===== config.mk =====
export PLATFORM = sky130hd
export DESIGN_NAME = sysrst_sequencer
export DESIGN_NICKNAME = d
export VERILOG_FILES = /design/src/rtl/sysrst_pkg.sv /design/src/rtl/sysrst_pin_filter.sv /design/src/rtl/sysrst_cause_arb.sv /design/src/rtl/sysrst_seq_fsm.sv /design/src/rtl/sysrst_status_reg.sv /design/src/rtl/sysrst_sequencer.sv
export SDC_FILE = /design/constraint.sdc
export NUM_CORES = 1
export LEC_CHECK = 0
export ABC_AREA = 1
export BUFFER_PORTS_ARGS = -buffer_cell sky130_fd_sc_hd__buf_2
export CAP_MARGIN = 20
export CORE_MARGIN = 3
export CORE_UTILIZATION = 29
export CTS_CLUSTER_SIZE = 20
export DETAILED_ROUTE_END_ITERATION = 16
export GPL_ROUTABILITY_DRIVEN = 0
export PLACE_DENSITY_LB_ADDON = 0.1
export SYNTH_ARGS = -nofsm -noshare
export SYNTH_HDL_FRONTEND = slang
export SYNTH_SLANG_ARGS = --single-unit

===== constraint.sdc =====
create_clock -name clk_sys -period 1.7 [get_ports clk_sys]
set_clock_uncertainty 0.1 [all_clocks]
set_input_delay 0.17 -clock clk_sys [delete_from_list [all_inputs] [get_ports clk_sys]]
set_output_delay 0.17 -clock clk_sys [all_outputs]
set_load 0.03 [all_outputs]

===== src/rtl/sysrst_pkg.sv =====
package sysrst_pkg;
  typedef enum logic [2:0] {
    ST_IDLE,
    ST_RUN,
    ST_SAMPLE,
    ST_WAIT,
    ST_TAIL,
    ST_STOP
  } seq_state_e;

  localparam int STAT_W = 8;
  localparam int B_POR  = 7;
  localparam int B_EXT  = 6;
  localparam int B_WDT  = 5;
  localparam int B_BO   = 4;
  localparam int B_SW   = 3;
  localparam int B_FLT  = 2;
  localparam int B_STOP = 1;

  // sources in falling priority order
  localparam int NSRC = 5;
  localparam int SRC_POS [NSRC] = '{B_FLT, B_WDT, B_BO, B_SW, B_EXT};

  typedef struct packed {
    logic              start;
    logic              stop;
    logic              dbg_keep;
    logic [STAT_W-1:0] flag;
  } rst_req_t;
endpackage


===== src/rtl/sysrst_pin_filter.sv =====
module sysrst_pin_filter #(
  parameter int FILT_LEN = 4
) (
  input  logic clk,
  input  logic rst_n,
  input  logic enable,
  input  logic bypass,
  input  logic pin_in,
  output logic ext_req
);
  localparam int FW = (FILT_LEN > 2) ? $clog2(FILT_LEN) : 1;
  localparam logic [FW-1:0] F_LAST = FW'(FILT_LEN - 1);

  logic [FW-1:0] low_cnt;

  assign ext_req = enable && !pin_in && (bypass || (low_cnt == F_LAST));

  always_ff @(posedge clk or negedge rst_n) begin
    if (!rst_n)                           low_cnt <= '0;
    else if (!enable || pin_in || ext_req) low_cnt <= '0;
    else                                  low_cnt <= low_cnt + 1'b1;
  end

  AST_RUN_NEEDS_LOW: assert property (@(posedge clk) disable iff (!rst_n)
    (low_cnt != '0) |-> $past(!pin_in && enable));
  AST_FILTER_REQ_AFTER_LOW: assert property (@(posedge clk) disable iff (!rst_n)
    (ext_req && !bypass && FILT_LEN > 1) |-> $past(!pin_in));
endmodule


===== src/rtl/sysrst_cause_arb.sv =====
module sysrst_cause_arb
  import sysrst_pkg::*;
(
  input  logic     fault_i,
  input  logic     wdog_i,
  input  logic     brown_i,
  input  logic     sw_i,
  input  logic     sw_dbg_i,
  input  logic     ext_i,
  input  logic     stop_i,
  output rst_req_t req_o
);
  logic [NSRC-1:0] src;
  assign src = {ext_i, sw_i, brown_i, wdog_i, fault_i};

  always_comb begin
    req_o       = '0;
    req_o.start = |src;
    for (int i = 0; i < NSRC; i++) begin
      if (src[i] && (req_o.flag == '0)) req_o.flag[SRC_POS[i]] = 1'b1;
    end
    if (!req_o.start && stop_i) begin
      req_o.stop         = 1'b1;
      req_o.flag[B_STOP] = 1'b1;
    end
    req_o.dbg_keep = sw_i && sw_dbg_i && (src[2:0] == '0);
  end
endmodule


===== src/rtl/sysrst_seq_fsm.sv =====
module sysrst_seq_fsm
  import sysrst_pkg::*;
#(
  parameter int TIMEOUT    = 256,
  parameter int TAIL_LEN   = 16,
  parameter int STOP_TICKS = 66
) (
  input  logic       clk,
  input  logic       rst_n,
  input  logic       start,
  input  logic       stop_start,
  input  logic       pin_in,
  input  logic       osc_tick,
  output seq_state_e state
);
  localparam int MAXC = (TIMEOUT > STOP_TICKS) ?
                        ((TIMEOUT > TAIL_LEN) ? TIMEOUT : TAIL_LEN) :
                        ((STOP_TICKS > TAIL_LEN) ? STOP_TICKS : TAIL_LEN);
  localparam int CW = $clog2(MAXC + 1);
  localparam logic [CW-1:0] RUN_LAST  = CW'(TIMEOUT - 1);
  localparam logic [CW-1:0] TAIL_LAST = CW'(TAIL_LEN - 1);
  localparam logic [CW-1:0] STOP_LAST = CW'(STOP_TICKS - 1);

  logic [CW-1:0] cnt, cnt_nx;
  seq_state_e    state_nx;

  always_comb begin
    state_nx = state;
    cnt_nx   = cnt;
    if (start) begin
      state_nx = ST_RUN;
      cnt_nx   = '0;
    end else if (stop_start) begin
      state_nx = ST_STOP;
      cnt_nx   = '0;
    end else begin
      unique case (state)
        ST_RUN: begin
          if (cnt == RUN_LAST) begin
            state_nx = ST_SAMPLE;
            cnt_nx   = '0;
          end else cnt_nx = cnt + 1'b1;
        end
        ST_SAMPLE: state_nx = pin_in ? ST_IDLE : ST_WAIT;
        ST_WAIT: begin
          if (pin_in) begin
            state_nx = ST_TAIL;
            cnt_nx   = CW'(1);
          end
        end
        ST_TAIL: begin
          if (cnt == TAIL_LAST) begin
            state_nx = ST_IDLE;
            cnt_nx   = '0;
          end else cnt_nx = cnt + 1'b1;
        end
        ST_STOP: begin
          if (osc_tick) begin
            if (cnt == STOP_LAST) begin
              state_nx = ST_IDLE;
              cnt_nx   = '0;
            end else cnt_nx = cnt + 1'b1;
          end
        end
        default: state_nx = ST_IDLE;
      endcase
    end
  end

  always_ff @(posedge clk or negedge rst_n) begin
    if (!rst_n) begin
      state <= ST_RUN;
      cnt   <= '0;
    end else begin
      state <= state_nx;
      cnt   <= cnt_nx;
    end
  end

  AST_RESTART_ON_REQ: assert property (@(posedge clk) disable iff (!rst_n)
    start |=> (state == ST_RUN && cnt == '0));
  AST_TIMEOUT_EXIT: assert property (@(posedge clk) disable iff (!rst_n)
    (state == ST_RUN && cnt == RUN_LAST && !start) |=> (state == ST_SAMPLE));
  AST_WAIT_WHILE_LOW: assert property (@(posedge clk) disable iff (!rst_n)
    (state == ST_WAIT && !pin_in && !start) |=> (state == ST_WAIT));
  AST_TAIL_EXIT: assert property (@(posedge clk) disable iff (!rst_n)
    (state == ST_TAIL && cnt == TAIL_LAST && !start) |=> (state == ST_IDLE));
  AST_STOP_WAITS_TICK: assert property (@(posedge clk) disable iff (!rst_n)
    (state == ST_STOP && !osc_tick && !start) |=> (state == ST_STOP));
endmodule


===== src/rtl/sysrst_status_reg.sv =====
module sysrst_status_reg
  import sysrst_pkg::*;
(
  input  logic              clk,
  input  logic              rst_n,
  input  logic              set_valid,
  input  logic [STAT_W-1:0] set_flags,
  input  logic              wr,
  input  logic [STAT_W-1:0] wdata,
  output logic [STAT_W-1:0] rdata
);
  logic [STAT_W-1:0] flags;
  localparam logic [STAT_W-1:0] POR_VAL = STAT_W'(1) << B_POR;

  always_ff @(posedge clk or negedge rst_n) begin
    if (!rst_n)         flags <= POR_VAL;
    else if (set_valid) flags <= set_flags;
    else if (wr)        flags <= flags & ~{wdata[STAT_W-1:1], 1'b0};
  end

  assign rdata = flags;

  AST_ONE_CAUSE: assert property (@(posedge clk) disable iff (!rst_n)
    set_valid |=> ($countones(rdata) == 1));
  AST_BIT0_ZERO: assert property (@(posedge clk) disable iff (!rst_n)
    1'b1 |=> (rdata[0] == 1'b0));
endmodule


===== src/rtl/sysrst_sequencer.sv =====
module sysrst_sequencer
  import sysrst_pkg::*;
#(
  parameter int TIMEOUT_CYC = 256,
  parameter int TAIL_CYC    = 16,
  parameter int FILT_CYC    = 4,
  parameter int STOP_TICKS  = 66
) (
  input  logic              clk_sys,
  input  logic              por_n,
  input  logic              pin_in,
  output logic              pin_oe,
  input  logic              brownout_evt,
  input  logic              wdog_evt,
  input  logic              fault_evt,
  input  logic              stop_mode,
  input  logic              stop_wake,
  input  logic              osc_tick,
  input  logic              reg_wr,
  input  logic              reg_from_dbg,
  input  logic [STAT_W-1:0] reg_wdata,
  output logic [STAT_W-1:0] reg_rdata,
  output logic              core_rst_n,
  output logic              dbg_rst_n
);
  seq_state_e state;
  rst_req_t   req;
  logic       ext_req;
  logic       filt_en;
  logic       dbg_keep;
  logic       sw_req;

  assign filt_en = (state == ST_IDLE) || (state == ST_TAIL);
  assign sw_req  = reg_wr && reg_wdata[0];

  sysrst_pin_filter #(.FILT_LEN(FILT_CYC)) u_filter (
    .clk     (clk_sys),
    .rst_n   (por_n),
    .enable  (filt_en),
    .bypass  (stop_mode && (state == ST_IDLE)),
    .pin_in  (pin_in),
    .ext_req (ext_req)
  );

  sysrst_cause_arb u_arb (
    .fault_i  (fault_evt),
    .wdog_i   (wdog_evt),
    .brown_i  (brownout_evt),
    .sw_i     (sw_req),
    .sw_dbg_i (reg_from_dbg),
    .ext_i    (ext_req),
    .stop_i   (stop_wake && (state == ST_IDLE)),
    .req_o    (req)
  );

  sysrst_seq_fsm #(
    .TIMEOUT    (TIMEOUT_CYC),
    .TAIL_LEN   (TAIL_CYC),
    .STOP_TICKS (STOP_TICKS)
  ) u_fsm (
    .clk        (clk_sys),
    .rst_n      (por_n),
    .start      (req.start),
    .stop_start (req.stop),
    .pin_in     (pin_in),
    .osc_tick   (osc_tick),
    .state      (state)
  );

  sysrst_status_reg u_status (
    .clk       (clk_sys),
    .rst_n     (por_n),
    .set_valid (req.start || req.stop),
    .set_flags (req.flag),
    .wr        (reg_wr),
    .wdata     (reg_wdata),
    .rdata     (reg_rdata)
  );

  always_ff @(posedge clk_sys or negedge por_n) begin
    if (!por_n)                     dbg_keep <= 1'b0;
    else if (req.start || req.stop) dbg_keep <= req.dbg_keep;
  end

  assign pin_oe     = (state == ST_RUN);
  assign core_rst_n = (state == ST_IDLE);
  assign dbg_rst_n  = core_rst_n || dbg_keep;

  AST_DRIVE_ON_REQUEST: assert property (@(posedge clk_sys) disable iff (!por_n)
    req.start |=> (pin_oe && !core_rst_n));
  AST_DEBUG_SPARED: assert property (@(posedge clk_sys) disable iff (!por_n)
    (sw_req && reg_from_dbg && !fault_evt && !wdog_evt && !brownout_evt) |=> dbg_rst_n);
endmodule


==> metrics.cfg, run 1 <==
[pwr]
p_leak_uw = 0.00114
power.density_nw_per_um2 = 514
max-vdd-ir-drop_mv = 0.257
design_power_total_uw = 1110

[setup_path]
critPathLaunch = u_fsm.cnt[1]
critPathTopFamily = simple AND/OR/NAND/NOR gates
crit_slowest_cell = dfrtp_1
worst-path-buf-inv = 1
path_common_cell = nand3_2
critical_path.cell_chain = ha_2 -> nand3_4 -> nor3_4 -> nand3_2 -> inv_2 -> ha_4 -> nor2_2 -> nor2_1 -> nand3_2 -> nand2_2 -> nand2_1 -> o21ai_1
regToRegStartpoint = u_fsm.cnt[1]
criticalPathCategory = reg -> reg
startpoint_type = flip-flop
endpoint_kind = flip-flop
regToRegSetupSlack_ns = -0.09
cp.required_ns = 1.80
slowest_delay_ns = 0.37
arrival_ns = 1.89
path_max_fanout = 3

[timing]
finalSetupTns_ns = -0.544
slew_headroom = 0.658
rsz0062_at_grt = true
period_share = 1.05
report.final.slew_viol_count = 0
hold_viol = 0
setup_viol = 11
fmax_ghz = 0.559
tightest_slew_ns = 0.513
timing.final.ws_setup_ns = -0.0884
period_needed_ns = 1.79

[global_route]
use_met1 = 0.180
top_usage_layer = met2
overflow = 0
antenna_found_initial = 0
met3_usage = 0.0186
grt_pass1_vias = 1377
grt_max_degree = 23
grt_pass1_wl_mm = 6.33
track_usage = 0.129
met2_usage = 0.209

[layout]
final_cell_mix = nand2_1, buf_2, inv_1
final_util = 0.445
nets = 279
layout_commonest_cell = nand2_1
antenna_cells = 0
area_delta_synth_final_pct = 44.3
drive_gt1_frac = 0.453

[floorplan]
start_util = 0.308
die_y_um = 77.8
ios = 30
num_rows = 25
die_w_um = 77.8
fp.coreArea_sq_um = 4850
die-area_sq_um = 6050

[drt]
ant_nets = 0
wl_mm = 3.67
dr.pass1.iters = 4
routed-via-count = 1393
drc = 0
viasPerCell = 4.34
drt-initial-drc-count = 52
wl_per_cell_um = 11.4

[clocking]
cts_buffers = 3
clk_latency_ns = 0.27
clock_path_buffers = 2
cts-root-buf = clkbuf_8
clkTransAtPathRegs_ns = 0.09
h-tree-depth = 1
cts_num_sinks = 22
tritoncts = built

[place]
portBuffers = 28
post-dp-hpwl_mm = 2.76

[logic_synthesis]
synth_cell_type_count = 31
ys_warn_count = 0
syn_inst = 197
synth.ff_latch_count = 22
syn_area_sq_um = 1500
yosysSeqAreaShare = 0.370
synth.net_count = 221
synth.avg_cell_area_sq_um = 7.59

[outcome]
status = complete, but fails checks
violations = setup timing

[min_path]
min_from = fault_evt
min_path_type = in -> reg

[flow_run]
cap_violations = 0

==> synth_stat cells <==
| cell | count | area share |
|---|---|---|
| nand2_4 | 2 | 0.015 |
| nor2_2 | 2 | 0.0084 |
| o21ai_2 | 3 | 0.018 |
| nand3_1 | 21 | 0.070 |
| o21ai_0 | 7 | 0.023 |
| inv_1 | 29 | 0.073 |
| o22ai_1 | 1 | 0.0042 |
| buf_2 | 1 | 0.0033 |
| nand2_1 | 51 | 0.13 |
| dfstp_2 | 2 | 0.035 |
| nand3_4 | 2 | 0.023 |
| conb_1 | 1 | 0.0025 |
| buf_4 | 1 | 0.0050 |
| nor3_1 | 1 | 0.0033 |
| nor2_8 | 1 | 0.013 |
| inv_2 | 4 | 0.010 |
| a21boi_0 | 1 | 0.0050 |
| nor2_1 | 13 | 0.033 |
| a31oi_1 | 1 | 0.0042 |
| nor2_4 | 4 | 0.030 |
| xor2_1 | 5 | 0.029 |
| nand3b_1 | 2 | 0.010 |
| inv_4 | 2 | 0.0084 |
| nand2_2 | 5 | 0.021 |
| o21ai_1 | 2 | 0.0067 |
| nand3_2 | 2 | 0.013 |
| dfrtp_1 | 20 | 0.33 |
| a21oi_1 | 3 | 0.010 |
| ha_1 | 5 | 0.042 |
| nand4_1 | 2 | 0.0084 |
| nand4_2 | 1 | 0.0084 |
==> registers in the layout, indices dropped and copies added, names as in the netlist <==
register and count:
u_fsm.state 3, u_filter.low_cnt 2, dbg_keep 1, u_status.rdata 7, u_fsm.cnt 9
==> power by group <==
| group | total, uW | switching (uW) | internal, uW |
|---|---|---|---|
| registers | 540 | 7.34 | 532 |
| clock network | 387 | 181 | 207 |
| logic | 182 | 111 | 71.3 |
==> path summary, 6_finish.rpt <==
kind | endpoint | depth (start not counted)
min in group asynchronous | u_fsm.state[1] | 2
max in group asynchronous | u_fsm.state[0] | 2
hold / removal | u_status.rdata[2] | 3
hold reg to reg | u_filter.low_cnt[0] | 1
setup / recovery | u_fsm.state[1] | 12
setup reg to reg | u_fsm.state[1] | 12
==> cell type report <==
cell class / count / area, sq um
clock buffer: 4 / 55.1
fill: 488 / 2690
inverter: 35 / 139
multi-input combinational: 138 / 942
sequential: 22 / 553
tap: 67 / 83.8
timing repair buffer: 55 / 384
==> per-stage QoR <==
step	setup WS, ns	instances	hold WS (ns)	area (sq um)
2_1_floorplan	-0.0542	197	-0.226	1510
3_3_place_gp	-0.0710	309	0.0804	1870
3_5_place_dp	-0.132	309	0.0834	1870
4_1_cts	-0.0779	321	0.0306	2060
5_1_grt	-0.209	321	0.0658	2160
6_report	-0.0884	321	0.0404	2160
==> routing by layer <==
layer / vias to the layer above / routed length (um)
li1: 732 / -
met4: 0 / 44
met3: 4 / 130
met2: 25 / 1700
met5: - / 0
met1: 632 / 1790
==> kinds of logic (layout without fill, tap and decap cells) <==
kind of cell,Yosys count,after routing,synth area share
XOR/XNOR,5,5,0.0293
other,1,1,0.00251
adder cells (fa/ha/maj),5,5,0.0418
AO/OA/AOI/OAI,18,18,0.0711
flip-flops,22,22,0.370
buffers and inverters,37,94,0.0996
AND/OR/NAND/NOR,109,109,0.386
==> worst min-delay path: cells and delay by family <==
kind | cells | cell delay [ns]
buf+inv | 2 | 0.13
compound gates | 1 | 0.07
==> what timing repair did <==
| action | CTS | global route |
|---|---|---|
| pin swaps | 8 | 18 |
| endpoints found under the hold margin | 22 | 0 |
| resized for setup | 15 | 26 |
| cloned | 0 | 0 |
| hold buffers | 3 | 0 |
| setup buffers | 5 | 2 |
| endpoints found under the setup margin | 13 | 13 |
Power figures use the tool's default switching activity.
==> run 2: changes to the inputs <==
--- a/config.mk
+++ b/config.mk
@@ -14,6 +14,8 @@
 export DETAILED_ROUTE_END_ITERATION = 16
 export GPL_ROUTABILITY_DRIVEN = 0
 export PLACE_DENSITY_LB_ADDON = 0.1
+export RECOVER_POWER = 100
 export SYNTH_ARGS = -nofsm -noshare
 export SYNTH_HDL_FRONTEND = slang
+export SYNTH_HIERARCHICAL = 1
 export SYNTH_SLANG_ARGS = --single-unit
==> metrics.cfg, run 2 <==
[drt]
routed-via-count = 1588  ; +14%
ant_nets = 0  ; unchanged
viasPerCell = 4.19  ; -3.4%
wl_per_cell_um = 10.6  ; -7.5%
drc = 0  ; unchanged
dr.pass1.iters = 4  ; unchanged
drt-initial-drc-count = 81  ; +56%
wl_mm = 4.01  ; +9.2%

[clocking]
tritoncts = built
cts_num_sinks = 23  ; +4.5%
clkTransAtPathRegs_ns = 0.09  ; about the same
cts-root-buf = clkbuf_8
clk_latency_ns = 0.27  ; about the same
h-tree-depth = 1  ; unchanged
clock_path_buffers = 2  ; unchanged
cts_buffers = 3  ; unchanged

[pwr]
internal_power_uw = 775  ; -4.3%
power_frac_comb = 0.130  ; -0.034
max-vdd-ir-drop_mv = 0.240  ; -6.6%
p_switching_uw = 290  ; -2.8%
p_seq_frac = 0.529  ; +0.042
p_leak_uw = 0.00117  ; +2.6%
clockPowerShare = 0.341  ; -0.008
power.density_nw_per_um2 = 454  ; -12%
swShare = 0.272  ; +0.00311

[logic_synthesis]
synth_cell_type_count = 30  ; -3.2%
async_reset_ff_frac = 1.00  ; unchanged
synth.area.top_cells = dfrtp_1, nand2_1, nor2_1
synth.ff_latch_count = 23  ; +4.5%
synth_ff_type = dfrtp_1
synth_area_leader_cell = dfrtp_1
synth.top_cells.by_count = nand2_1, nor2_1, inv_1, dfrtp_1, nand3_1
syn_inst = 241  ; +22%
synth.most_common_cell = nand2_1
synth.avg_cell_area_sq_um = 6.89  ; -9.2%
synth_edf_count = 0  ; unchanged
syn_area_sq_um = 1660  ; +11%
synth_top_area_frac = 0.316  ; -0.0185
yosysSeqAreaShare = 0.348  ; -0.0220
ys_warn_count = 6  ; +6

[floorplan]
ios = 30  ; unchanged
start_util = 0.311  ; +0.00306
die_y_um = 81.7  ; +5.0%
fp.coreArea_sq_um = 5340  ; +10%
die-area_sq_um = 6670  ; +10%
die_w_um = 81.7  ; +5.0%
num_rows = 26  ; +4.0%

[global_route]
grt_max_degree = 24  ; +4.3%
overflow = 0  ; unchanged
grt_pass1_vias = 1575  ; +14%
track_usage = 0.137  ; +0.00774
grt_pass1_wl_mm = 7.17  ; +13%
antenna_found_initial = 0  ; unchanged

[place]
post-dp-hpwl_mm = 3.15  ; +14%
portBuffers = 29  ; +3.6%

[setup_path]
path_max_fanout = 10  ; +7
cp.required_ns = 1.81  ; about the same
endpoint_kind = flip-flop
criticalPathCategory = reg -> reg
startpoint_type = flip-flop
arrival_ns = 2.01  ; +0.12 ns

[layout]
nets = 334  ; +20%
drive_gt1_frac = 0.385  ; -0.0676
antenna_cells = 0  ; unchanged
final_cell_mix = nand2_1, buf_4, nor2_1
layout_commonest_cell = nand2_1
area_delta_synth_final_pct = 41.3
largest_register = u_fsm/cnt
largest_reg_flops = 9  ; unchanged

[timing]
period_needed_ns = 1.90  ; +0.115 ns
fmax_ghz = 0.525  ; -6.0%
rsz0062_at_grt = true
finalSetupTns_ns = -2.69  ; -2.15 ns
setup_viol = 21  ; +10
tightest_slew_ns = 0.618  ; +0.104 ns
timing.final.ws_setup_ns = -0.203  ; -0.115 ns
holdWs_ns = 0.0131  ; -0.0273 ns
hold_viol = 0  ; unchanged
period_share = 1.12  ; +0.0677
report.final.slew_viol_count = 0  ; unchanged
slew_headroom = 0.588  ; -0.0696

[outcome]
status = complete, but fails checks
violations = setup timing

[flow_run]
cap_violations = 0  ; unchanged

[min_path]
min_path_type = in -> reg

run 2: cell count changes in the layout (fill, tap and decap cells not counted), sizes merged, moves of 2 or more:
cell	previous run	this run
o21ai	12	9
a21oi	3	7
nand3	25	21
nor2	20	42
nand4	3	1
dlygate4sd3	3	1
xor2	5	1
nand3b	2	4
buf	52	56
inv	35	37
nand2	58	78
nor3	1	4
clkbuf	4	15
run 2: path summary, 6_finish.rpt:
check | slack, ns | cells past startpoint | to | startpoint
min reg2reg | 0.33 | 1 | u_filter/low_cnt[0] | u_filter/low_cnt[0]
max in group asynchronous | 0.72 | 2 | u_fsm/state[1] | por_n
max | -0.20 | 12 | u_fsm/cnt[3] | u_fsm/state[0]
max reg2reg | -0.20 | 12 | u_fsm/cnt[3] | u_fsm/state[0]
min | 0.01 | 4 | u_status/rdata[7] | reg_wdata[7]
min in group asynchronous | 0.34 | 2 | u_fsm/cnt[4] | por_n
run 2: logic make-up (layout without fill, tap and decap cells):
family / after synthesis / after routing / share of synthesized area
other: 1 / 2 / 0.00226
AO/OA/AOI/OAI: 17 / 17 / 0.0685
AND/OR/NAND/NOR: 150 / 150 / 0.419
XOR/XNOR: 1 / 1 / 0.00527
flip-flops: 23 / 23 / 0.348
adder cells (fa/ha/maj): 5 / 5 / 0.0377
buffers and inverters: 44 / 111 / 0.120
run 2: worst max-delay path: stages (launching register included):
cell and delay, ns:
dfstp_2 0.55, nor2_2 0.05, nand2_2 0.06, nor2_2 0.04
nor2_2 0.10, nor3_2 0.05, inv_2 0.07, nand3_4 0.11
buf_12 0.15, nor2_8 0.18, nand2_8 0.11, buf_4 0.16
a21oi_2 0.12
run 2: repair_timing:
action,in CTS,in global routing
hold endpoints to repair,21,0
endpoints found under the setup margin,21,21
hold buffers,1,0
pin swaps,5,14
resized for setup,13,21
setup buffers,2,3
run 2: power groups by stage:
stage                     Clock [uW]  Combinational, uW  Sequential (uW)
after floorplan                    0               50.8              590
after global placement             0                131              572
after detailed placement           0                129              572
after CTS                        384                137              563
after global routing             395                157              565
final                            363                139              563
run 2: metal layers:
metal / vias to the layer above / part of all wire / GRT usage
li1: 881 / - / -
met1: 692 / 0.50 / 0.189
met2: 13 / 0.47 / 0.226
met3: 2 / 0.019 / 0.0132
met4: 0 / 0.0062 / 0.0399
met5: - / 0 / 0
run 2: layout make-up:
| cell class | instances | area (sq um) |
|---|---|---|
| Clock buffer | 3 | 41.3 |
| Clock inverter | 1 | 7.51 |
| Fill cell | 568 | 2990 |
| Inverter | 38 | 153 |
| Multi-Input combinational cell | 175 | 1020 |
| Sequential cell | 23 | 579 |
| Tap cell | 70 | 87.6 |
| Timing Repair Buffer | 69 | 458 |
run 2: stage by stage:
stage | std cells | total power, uW | cell area (sq um) | worst slack (ns) | utilization
global placement | 369 | 703 | 2130 | -0.229 | 0.400
detailed placement | 369 | 702 | 2130 | -0.242 | 0.400
floorplan | 242 | 641 | 1690 | -0.290 | -
CTS | 376 | 1080 | 2260 | -0.226 | 0.424
global route | 379 | 1120 | 2350 | -0.371 | 0.440
finish | 379 | 1070 | 2350 | -0.203 | 0.440
